**src/rtl/fnrst_pkg.sv**
```systemverilog
package fnrst_pkg;
    typedef enum logic [1:0] {
        ST_IDLE  = 2'd0,
        ST_DRAIN = 2'd1,
        ST_ACK   = 2'd2,
        ST_HOLD  = 2'd3
    } fn_state_e;
endpackage

```
**src/rtl/fnrst_fsm.sv**
```systemverilog
module fnrst_fsm
    import fnrst_pkg::*;
#(
    parameter int CNT_W     = 8,
    parameter int FORCE_CYC = 19968
) (
    input  logic             clk,
    input  logic             rst,
    input  logic             req,
    input  logic [CNT_W-1:0] pend,
    output logic             ack,
    output logic             cancel,
    output logic             block,
    output logic             ovr
);
    localparam int TMR_W = $clog2(FORCE_CYC + 1);
    localparam logic [TMR_W-1:0] TMR_LAST = TMR_W'(FORCE_CYC - 1);

    typedef struct packed {
        fn_state_e        st;
        logic [TMR_W-1:0] tmr;
        logic             cancel;
        logic             ovr;
    } regs_t;

    regs_t r_d, r_q;

    always_comb begin
        r_d        = r_q;
        r_d.cancel = 1'b0;
        case (r_q.st)
            ST_IDLE: begin
                if (req) begin
                    r_d.st     = ST_DRAIN;
                    r_d.tmr    = '0;
                    r_d.cancel = 1'b1;
                end
            end
            ST_DRAIN: begin
                if (pend == '0) begin
                    r_d.st = ST_ACK;
                end else if (r_q.tmr == TMR_LAST) begin
                    r_d.st  = ST_ACK;
                    r_d.ovr = 1'b1;
                end else begin
                    r_d.tmr = r_q.tmr + 1'b1;
                end
            end
            ST_ACK:  r_d.st = ST_HOLD;
            ST_HOLD: if (!req) r_d.st = ST_IDLE;
            default: r_d.st = ST_IDLE;
        endcase
    end

    always_ff @(posedge clk) begin
        if (rst) r_q <= '{ST_IDLE, '0, 1'b0, 1'b0};
        else     r_q <= r_d;
    end

    assign ack    = (r_q.st == ST_ACK);
    assign block  = (r_q.st != ST_IDLE);
    assign cancel = r_q.cancel;
    assign ovr    = r_q.ovr;

    p_ack_single_r3: assert property (@(posedge clk) disable iff (rst)
        ack |=> !ack);
    p_ack_after_drain_r3: assert property (@(posedge clk) disable iff (rst)
        $rose(ack) |-> ($past(pend) == '0) || ovr);
    p_start_on_req_r2: assert property (@(posedge clk) disable iff (rst)
        $rose(block) |-> $past(req));
    p_release_on_drop_r5: assert property (@(posedge clk) disable iff (rst)
        $fell(block) |-> !$past(req));
    p_cancel_on_entry_r10: assert property (@(posedge clk) disable iff (rst)
        $rose(block) |-> cancel);
    p_ovr_sticky_r9: assert property (@(posedge clk) disable iff (rst)
        ovr |=> ovr);
    p_tmr_bound_r7: assert property (@(posedge clk) disable iff (rst)
        r_q.tmr <= TMR_LAST);
endmodule

```
**src/rtl/fnrst_bank.sv**
```systemverilog
module fnrst_bank #(
    parameter int N         = 2,
    parameter int CNT_W     = 8,
    parameter int FORCE_CYC = 19968
) (
    input  logic               clk,
    input  logic               rst,
    input  logic [N-1:0]       req,
    input  logic [N*CNT_W-1:0] pend,
    output logic [N-1:0]       ack,
    output logic [N-1:0]       cancel,
    output logic [N-1:0]       block,
    output logic [N-1:0]       ovr
);
    for (genvar g = 0; g < N; g++) begin : g_fn
        fnrst_fsm #(.CNT_W(CNT_W), .FORCE_CYC(FORCE_CYC)) u_fsm (
            .clk    (clk),
            .rst    (rst),
            .req    (req[g]),
            .pend   (pend[g*CNT_W +: CNT_W]),
            .ack    (ack[g]),
            .cancel (cancel[g]),
            .block  (block[g]),
            .ovr    (ovr[g])
        );
    end
endmodule

```
**src/rtl/fn_reset_ctrl.sv**
```systemverilog
module fn_reset_ctrl #(
    parameter int NUM_PF     = 2,
    parameter int NUM_VF     = 4,
    parameter int CNT_W      = 8,
    parameter int CLK_MHZ    = 200,
    parameter int BUDGET_US  = 100,
    parameter int MARGIN_CYC = 32
) (
    input  logic                    clk,
    input  logic                    rst,
    input  logic [NUM_PF-1:0]       pf_req,
    input  logic [NUM_VF-1:0]       vf_req,
    input  logic [NUM_PF*CNT_W-1:0] pf_pend,
    input  logic [NUM_VF*CNT_W-1:0] vf_pend,
    output logic [NUM_PF-1:0]       pf_ack,
    output logic [NUM_VF-1:0]       vf_ack,
    output logic [NUM_PF-1:0]       pf_cancel,
    output logic [NUM_VF-1:0]       vf_cancel,
    output logic [NUM_PF-1:0]       pf_block,
    output logic [NUM_VF-1:0]       vf_block,
    output logic [NUM_PF-1:0]       pf_ovr,
    output logic [NUM_VF-1:0]       vf_ovr
);
    localparam int BUDGET_CYC = CLK_MHZ * BUDGET_US;
    localparam int FORCE_CYC  = BUDGET_CYC - MARGIN_CYC;

    fnrst_bank #(.N(NUM_PF), .CNT_W(CNT_W), .FORCE_CYC(FORCE_CYC)) u_pf (
        .clk(clk), .rst(rst), .req(pf_req), .pend(pf_pend),
        .ack(pf_ack), .cancel(pf_cancel), .block(pf_block), .ovr(pf_ovr)
    );

    fnrst_bank #(.N(NUM_VF), .CNT_W(CNT_W), .FORCE_CYC(FORCE_CYC)) u_vf (
        .clk(clk), .rst(rst), .req(vf_req), .pend(vf_pend),
        .ack(vf_ack), .cancel(vf_cancel), .block(vf_block), .ovr(vf_ovr)
    );

    p_reset_clears_r1: assert property (@(posedge clk)
        $past(rst) |-> (pf_ack == '0) && (vf_ack == '0) && (pf_ovr == '0) && (vf_ovr == '0));
endmodule

```
**config.mk**
```make
export PLATFORM = sky130hd
export DESIGN_NAME = fn_reset_ctrl
export DESIGN_NICKNAME = d
export VERILOG_FILES = /design/src/rtl/fnrst_pkg.sv /design/src/rtl/fnrst_fsm.sv /design/src/rtl/fnrst_bank.sv /design/src/rtl/fn_reset_ctrl.sv
export SDC_FILE = /design/constraint.sdc
export NUM_CORES = 1
export LEC_CHECK = 0
export CAP_MARGIN = 40
export CORE_ASPECT_RATIO = 2
export CORE_MARGIN = 2
export CORE_UTILIZATION = 25
export CTS_BUF_LIST = sky130_fd_sc_hd__clkbuf_8
export DETAILED_ROUTE_END_ITERATION = 12
export DONT_BUFFER_PORTS = 1
export PLACE_DENSITY = 0.42
export SLEW_MARGIN = 20
export SYNTH_ARGS = -nofsm -noshare
export SYNTH_HDL_FRONTEND = slang
export SYNTH_SLANG_ARGS = --single-unit
```
**constraint.sdc**
```tcl
create_clock -name clk -period 2.6 [get_ports clk]
set_input_delay 0.39 -clock clk [delete_from_list [all_inputs] [get_ports clk]]
set_output_delay 0.39 -clock clk [all_outputs]
set_load 0.02 [all_outputs]
```
Yosys cells after proc, flatten, opt, wreduce, memory -nomap -nowiden
Cells that the tools add are included.
{ "classes": {"n_addsub": 6, "n_eq_ne": 54, "n_mux": 48, "reduce_logical": 48, "bitwise": 12} }
{ "op_table": {"columns": ["operator", "count"], "rows": [
  ["$mux 15", 12],
  ["$pmux 15 s2", 6],
  ["$mux 18", 6],
  ["$add 15x1->15 const B", 6],
  ["$eq 15x15->1 const B", 6],
  ["$logic_not 8->1", 6],
  ["$ne 2x2->1 const B", 24],
  ["$pmux 2 s4", 6],
  ["$mux 2", 18],
  ["$reduce_and 3->1", 12],
  ["$eq 2x2->1 const B", 12],
  ["$reduce_and 4->1", 6],
  ["$reduce_bool 2->1", 12],
  ["$ne 3x3->1 const B", 6],
  ["$eq 2x1->1 const B", 6],
  ["$logic_not 2->1", 6],
  ["$not 1->1", 12],
  ["$reduce_or 2->1", 6]
]} }
{ "totals": {"input_bits": 56, "output_inout_bits": 24, "ff_bits": 114} }

Logic depth before layout (Yosys ltp)
{ "depth": {"ltp_word": 4, "ltp_mapped": 10, "ltp_nobuf": 7} }

Modules after synthesis
From an unflattened synthesis, not the netlist that was laid out.
{ "unflattened": {"hier_cells": 805, "area_unflattened_um2": 7044.3} }
{ "modules_own_cells": {"columns": ["mod", "area_each_um2", "cells_each", "seq_area_each_um2", "n_inst"], "rows": [
  ["fnrst_fsm at u_pf.g_fn[0].u_fsm ...", 1149.9, 132, 380.4, 4],
  ["fnrst_fsm at u_vf.g_fn[3].u_fsm", 1265.0, 142, 380.4, 1],
  ["fnrst_fsm at u_vf.g_fn[0].u_fsm", 1179.9, 135, 380.4, 1]
]} }

Least setup slack after synthesis
OpenSTA, ideal clock, no wires.
{ "synth_path": {"path_kind": "reg-to-reg", "startpoint": "register u_vf.g_fn[3].u_fsm.r_q[17] in the netlist's numbering", "endpoint": "register u_vf.g_fn[3].u_fsm.r_q[9] in the netlist's numbering", "arrival_time_ns": 1.933, "path_stages_with_launch": 10, "slack_ns": 0.545, "synth_period_minus_slack_ns": 2.055, "path_buffers": 2, "cell_sequence": "dfxtp_1 inv_1 ha_1 mux2i_1 or2_1 and2_0 clkbuf_1 and2_0 clkbuf_1 a221o_1"} }
{ "synth_via": {"elab_chain_cells": 3} }
{ "synth_lines": {"columns": ["element", "line", "source"], "rows": [
  ["start, declared", "fnrst_fsm.sv:26", "regs_t r_d, r_q;"],
  ["start signal, assigned", "fnrst_fsm.sv:56", "if (rst) r_q <= '{ST_IDLE, '0, 1'b0, 1'b0};"],
  ["start signal, assigned", "fnrst_fsm.sv:57", "else r_q <= r_d;"],
  ["$eq 2x1->1 / $logic_not 2->1 (equally long branches)", "fnrst_fsm.sv:31", "case (r_q.st)"],
  ["$ne 2x2->1 (no line) / $reduce_bool 2->1 (equally long branches)", null, null],
  ["$reduce_and 4->1 (no line)", null, null]
]} }
Several ways; a longest one is shown, not always the timed one.
A chain may end at the register's enable or synchronous reset.

Final worst setup path
{ "layout_path": {"startpoint": "register u_vf.g_fn[0].u_fsm.r_q[2] in the netlist's numbering", "endpoint": "register u_vf.g_fn[0].u_fsm.r_q[4] in the netlist's numbering"} }
{ "layout_via": {"elab_chain_cells": 4} }
{ "layout_lines": {"columns": ["element", "line", "source"], "rows": [
  ["start, declared", "fnrst_fsm.sv:26", null],
  ["start signal, assigned", "fnrst_fsm.sv:56", null],
  ["start signal, assigned", "fnrst_fsm.sv:57", null],
  ["$add 15x1->15", "fnrst_fsm.sv:46", "r_d.tmr = r_q.tmr + 1'b1;"],
  ["$mux 15", "fnrst_fsm.sv:42", "end else if (r_q.tmr == TMR_LAST) begin"],
  ["$mux 15", "fnrst_fsm.sv:40", "if (pend == '0) begin"],
  ["$pmux 15 s2", "fnrst_fsm.sv:31", null]
]} }
Several ways; a longest one is shown, not always the timed one. The select of a mux whose other input is x is not followed.

==> flow_summary.ini <==
[outcome]
run_status = completed

[placement]
placedCellCount = 1184
io_buffers = 0
gp_congestion = 0.780
dp_hpwl_um = 15500

[sta]
tightest_slew_ps = 880
fin_skew_ps = 8.71
max_slew_margin_pct = 40.6
period_minus_slack_ps = 2290
finalSetupViolCount = 0
rsz0062_at_grt = no
min_period_over_period_pct = 88.2
max_freq_ghz = 0.436
slew_viol_final = 0
finalSetupTns_ps = 0
hold_viol = 0

[cts]
cts_tree = done
clk_path_buf_depth = 2
clock-sinks = 114
cts_root_buf = clkbuf_8
clock_latency_ps = 480
cts_buffers = 17
cts_resized = 0
cts.clk_slew.worst_paths_ps = 70
cts-htree-levels = 4

[synthesis]
syn_avg_cell_area_um2 = 8.05
ys_ff_latch = 114
synthCells = 863
async_flop_share_pct = 0
synth_edf_count = 0
synth.distinct_cells = 74
ys.flop_type = dfxtp_1
yosysSeqAreaShare_pct = 32.9
syn_nets = 955
synthesis.area_mm2 = 0.00695
yosys_warnings = 0

[detailed_routing]
wl_per_cell_um = 17.6
viasPerCell = 5.35
final_antenna_net_count = 0
drc = 0
drtIter0Drc = 284
wl_um = 21400
num_vias = 6525
firstDrtPassIters = 5

[setup_path]
slowest_stage = or4b_2
required_ps = 3000
critPathCaptureType = register
cp.arrival_ps = 2700
setup.worst_path.class = reg2reg
crit_fanout = 12
crit_top_cell = buf_4
path_cells = ha_1, and3_1, nand2_1, o41ai_4, buf_4, buf_4, or4b_2, a31oi_1
max_stage_delay_ps = 610
start_kind = register

[power]
power_switching_w = 0.00245
powerDensity_mw_per_mm2 = 790
pwr-share-comb_pct = 36.9
clkPwrFrac_pct = 30.1
vdd_drop_max_v = 0.000541
seq_power_share_pct = 32.9
leakagePower_nw = 2.78
internal_power_w = 0.00368
netSwitchingFraction_pct = 39.9

[job]
max_cap_violations = 0

[floorplanning]
die_area_mm2 = 0.0292
num_rows = 86
die_height_um = 240
core_area_mm2 = 0.0274
die_w_um = 122
start_util_pct = 25.3
ios = 80

[global_route]
grtUsageTotal_pct = 15.2
grt_pass1_wl_um = 34300
antenna_found_initial = 1
grt_pass1_vias = 6709
grt_max_degree = 56
grt-ovfl-total = 0

[finish]
drive_gt1_share_pct = 9.93
fin_nets = 945
finish.utilization_pct = 28.3
syn2layout_area_growth_pct = 11.7
final_cells = 1219

[min_path]
hold_class = in2reg
==> cell families after synthesis <==
| kind of cell | synth area share [%] |
|---|---|
| compound gates | 22.4 |
| mux | 2.99 |
| simple gates | 28.3 |
| fa+ha+maj | 6.48 |
| buf+inv | 6.72 |
| flops | 32.9 |
| xor+xnor | 0.252 |
==> path summary, 6_finish.rpt <==
kind / from / endpoint / slack [ps] / cells past startpoint
setup / recovery: u_vf.g_fn[0].u_fsm.r_q[2]$_SDFFE_PP0P_ / u_vf.g_fn[0].u_fsm.r_q[4]$_SDFFE_PP0P_ / 310 / 8
hold / removal: vf_req[2] / u_vf.g_fn[2].u_fsm.cancel$_SDFF_PP0_ / 60 / 1
setup reg to reg: u_vf.g_fn[0].u_fsm.r_q[2]$_SDFFE_PP0P_ / u_vf.g_fn[0].u_fsm.r_q[4]$_SDFFE_PP0P_ / 310 / 8
hold reg to reg: u_vf.g_fn[1].u_fsm.r_q[13]$_SDFFE_PP0P_ / u_vf.g_fn[1].u_fsm.r_q[13]$_SDFFE_PP0P_ / 500 / 1
==> routing by layer <==
layer	vias up	wire length [µm]	GRT usage (%)
li1	3197	-	-
met1	3116	7350	13.2
met2	156	12400	30.4
met3	56	726	3.19
met4	0	944	9.20
met5	-	0	0
==> cells in the final DEF (no fill, tap or decap), drive strengths merged, types with 15 or more instances in the layout <==
cell type / n
nand4: 21
nand3: 52
a31oi: 35
or4: 22
clkbuf: 21
buf: 32
nor4: 15
nor2: 53
nand2: 92
inv: 36
ha: 36
a21oi: 45
dfxtp: 114
and3: 24
o21ai: 39
==> sequential cells by signal, indices dropped and copies added (netlist names) <==
| register | flops |
|---|---|
| u_vf.g_fn.u_fsm.r_q | 68 |
| u_pf.g_fn.u_fsm.r_q | 34 |
| u_vf.g_fn.u_fsm.cancel | 4 |
| u_vf.g_fn.u_fsm.ovr | 4 |
| u_pf.g_fn.u_fsm.cancel | 2 |
| u_pf.g_fn.u_fsm.ovr | 2 |
==> metrics by stage <==
stage / worst slack (ps) / hold slack (ps) / cell area, µm² / power (W)
final: 306 / 61.8 / 7760 / 0.00613
after global routing: 143 / 35.9 / 7760 / 0.00656
after floorplan: 545 / 425 / 6950 / 0.00376
after global placement: 365 / 470 / 7300 / 0.00432
after CTS: 305 / 20.7 / 7760 / 0.00623
after detailed placement: 313 / 468 / 7300 / 0.00431
==> power groups by stage <==
stage,Combinational (W),Sequential (W),Clock (W)
after floorplan,0.00177,0.00200,0
after global placement,0.00227,0.00206,0
after detailed placement,0.00225,0.00206,0
after CTS,0.00229,0.00202,0.00192
after global routing,0.00252,0.00204,0.00199
final,0.00226,0.00202,0.00185
==> critical path, delay by kind of cell (launching register included) <==
| kind | cells | cell delay (ps) |
|---|---|---|
| AO/OA/AOI/OAI | 2 | 240 |
| adder cells (fa/ha/maj) | 1 | 240 |
| buffers and inverters | 2 | 360 |
| AND/OR/NAND/NOR | 3 | 1040 |
| flip-flops | 1 | 340 |
==> repair_timing <==
item / in CTS / in global routing
hold buffers: 2 / 0
setup buffers: 0 / 0
hold endpoints to repair: 55 / 0
==> synth_stat cells (all sizes together), types with 3 or more instances <==
master / n / share of area [%]
clkbuf: 27 / 1.5
o221ai: 4 / 0.50
a21boi: 5 / 0.54
o311ai: 4 / 0.50
o211ai: 12 / 1.3
a221o: 5 / 0.72
o21a: 5 / 0.54
and2: 12 / 1.1
ha: 36 / 6.5
nand4b: 5 / 0.63
a21oi: 45 / 3.2
and3: 24 / 2.2
mux2i: 14 / 2.0
or4: 22 / 2.4
nand4: 21 / 2.0
nor2: 53 / 2.9
or4b: 5 / 0.72
inv: 35 / 1.9
and4: 7 / 0.88
nand2b: 11 / 0.99
or3: 10 / 0.92
nand3: 52 / 3.7
nand3b: 5 / 0.54
o22ai: 3 / 0.27
dfxtp: 114 / 33
o31ai: 13 / 1.4
nor3: 14 / 1.0
nor2b: 7 / 0.63
a41oi: 9 / 1.1
nand2: 92 / 5.0
buf: 35 / 3.4
o21ai: 39 / 2.8
mux2: 6 / 0.97
a211oi: 10 / 1.1
or2: 6 / 0.54
a22o: 5 / 0.63
nor4: 15 / 1.5
a21o: 6 / 0.65
a31oi: 35 / 3.2
o31a: 3 / 0.38
o41ai: 4 / 0.61
o211a: 3 / 0.43
==> area by class of cell <==
type / instances / area [µm²]
Fill cell: 2968 / 19700
Inverter: 35 / 131
Antenna cell: 1 / 2.50
Sequential cell: 114 / 2280
Clock inverter: 11 / 134
Tap cell: 352 / 440
Timing Repair Buffer: 33 / 270
Clock buffer: 21 / 289
Multi-Input combinational cell: 652 / 4210
(Power assumes the default switching activity.)
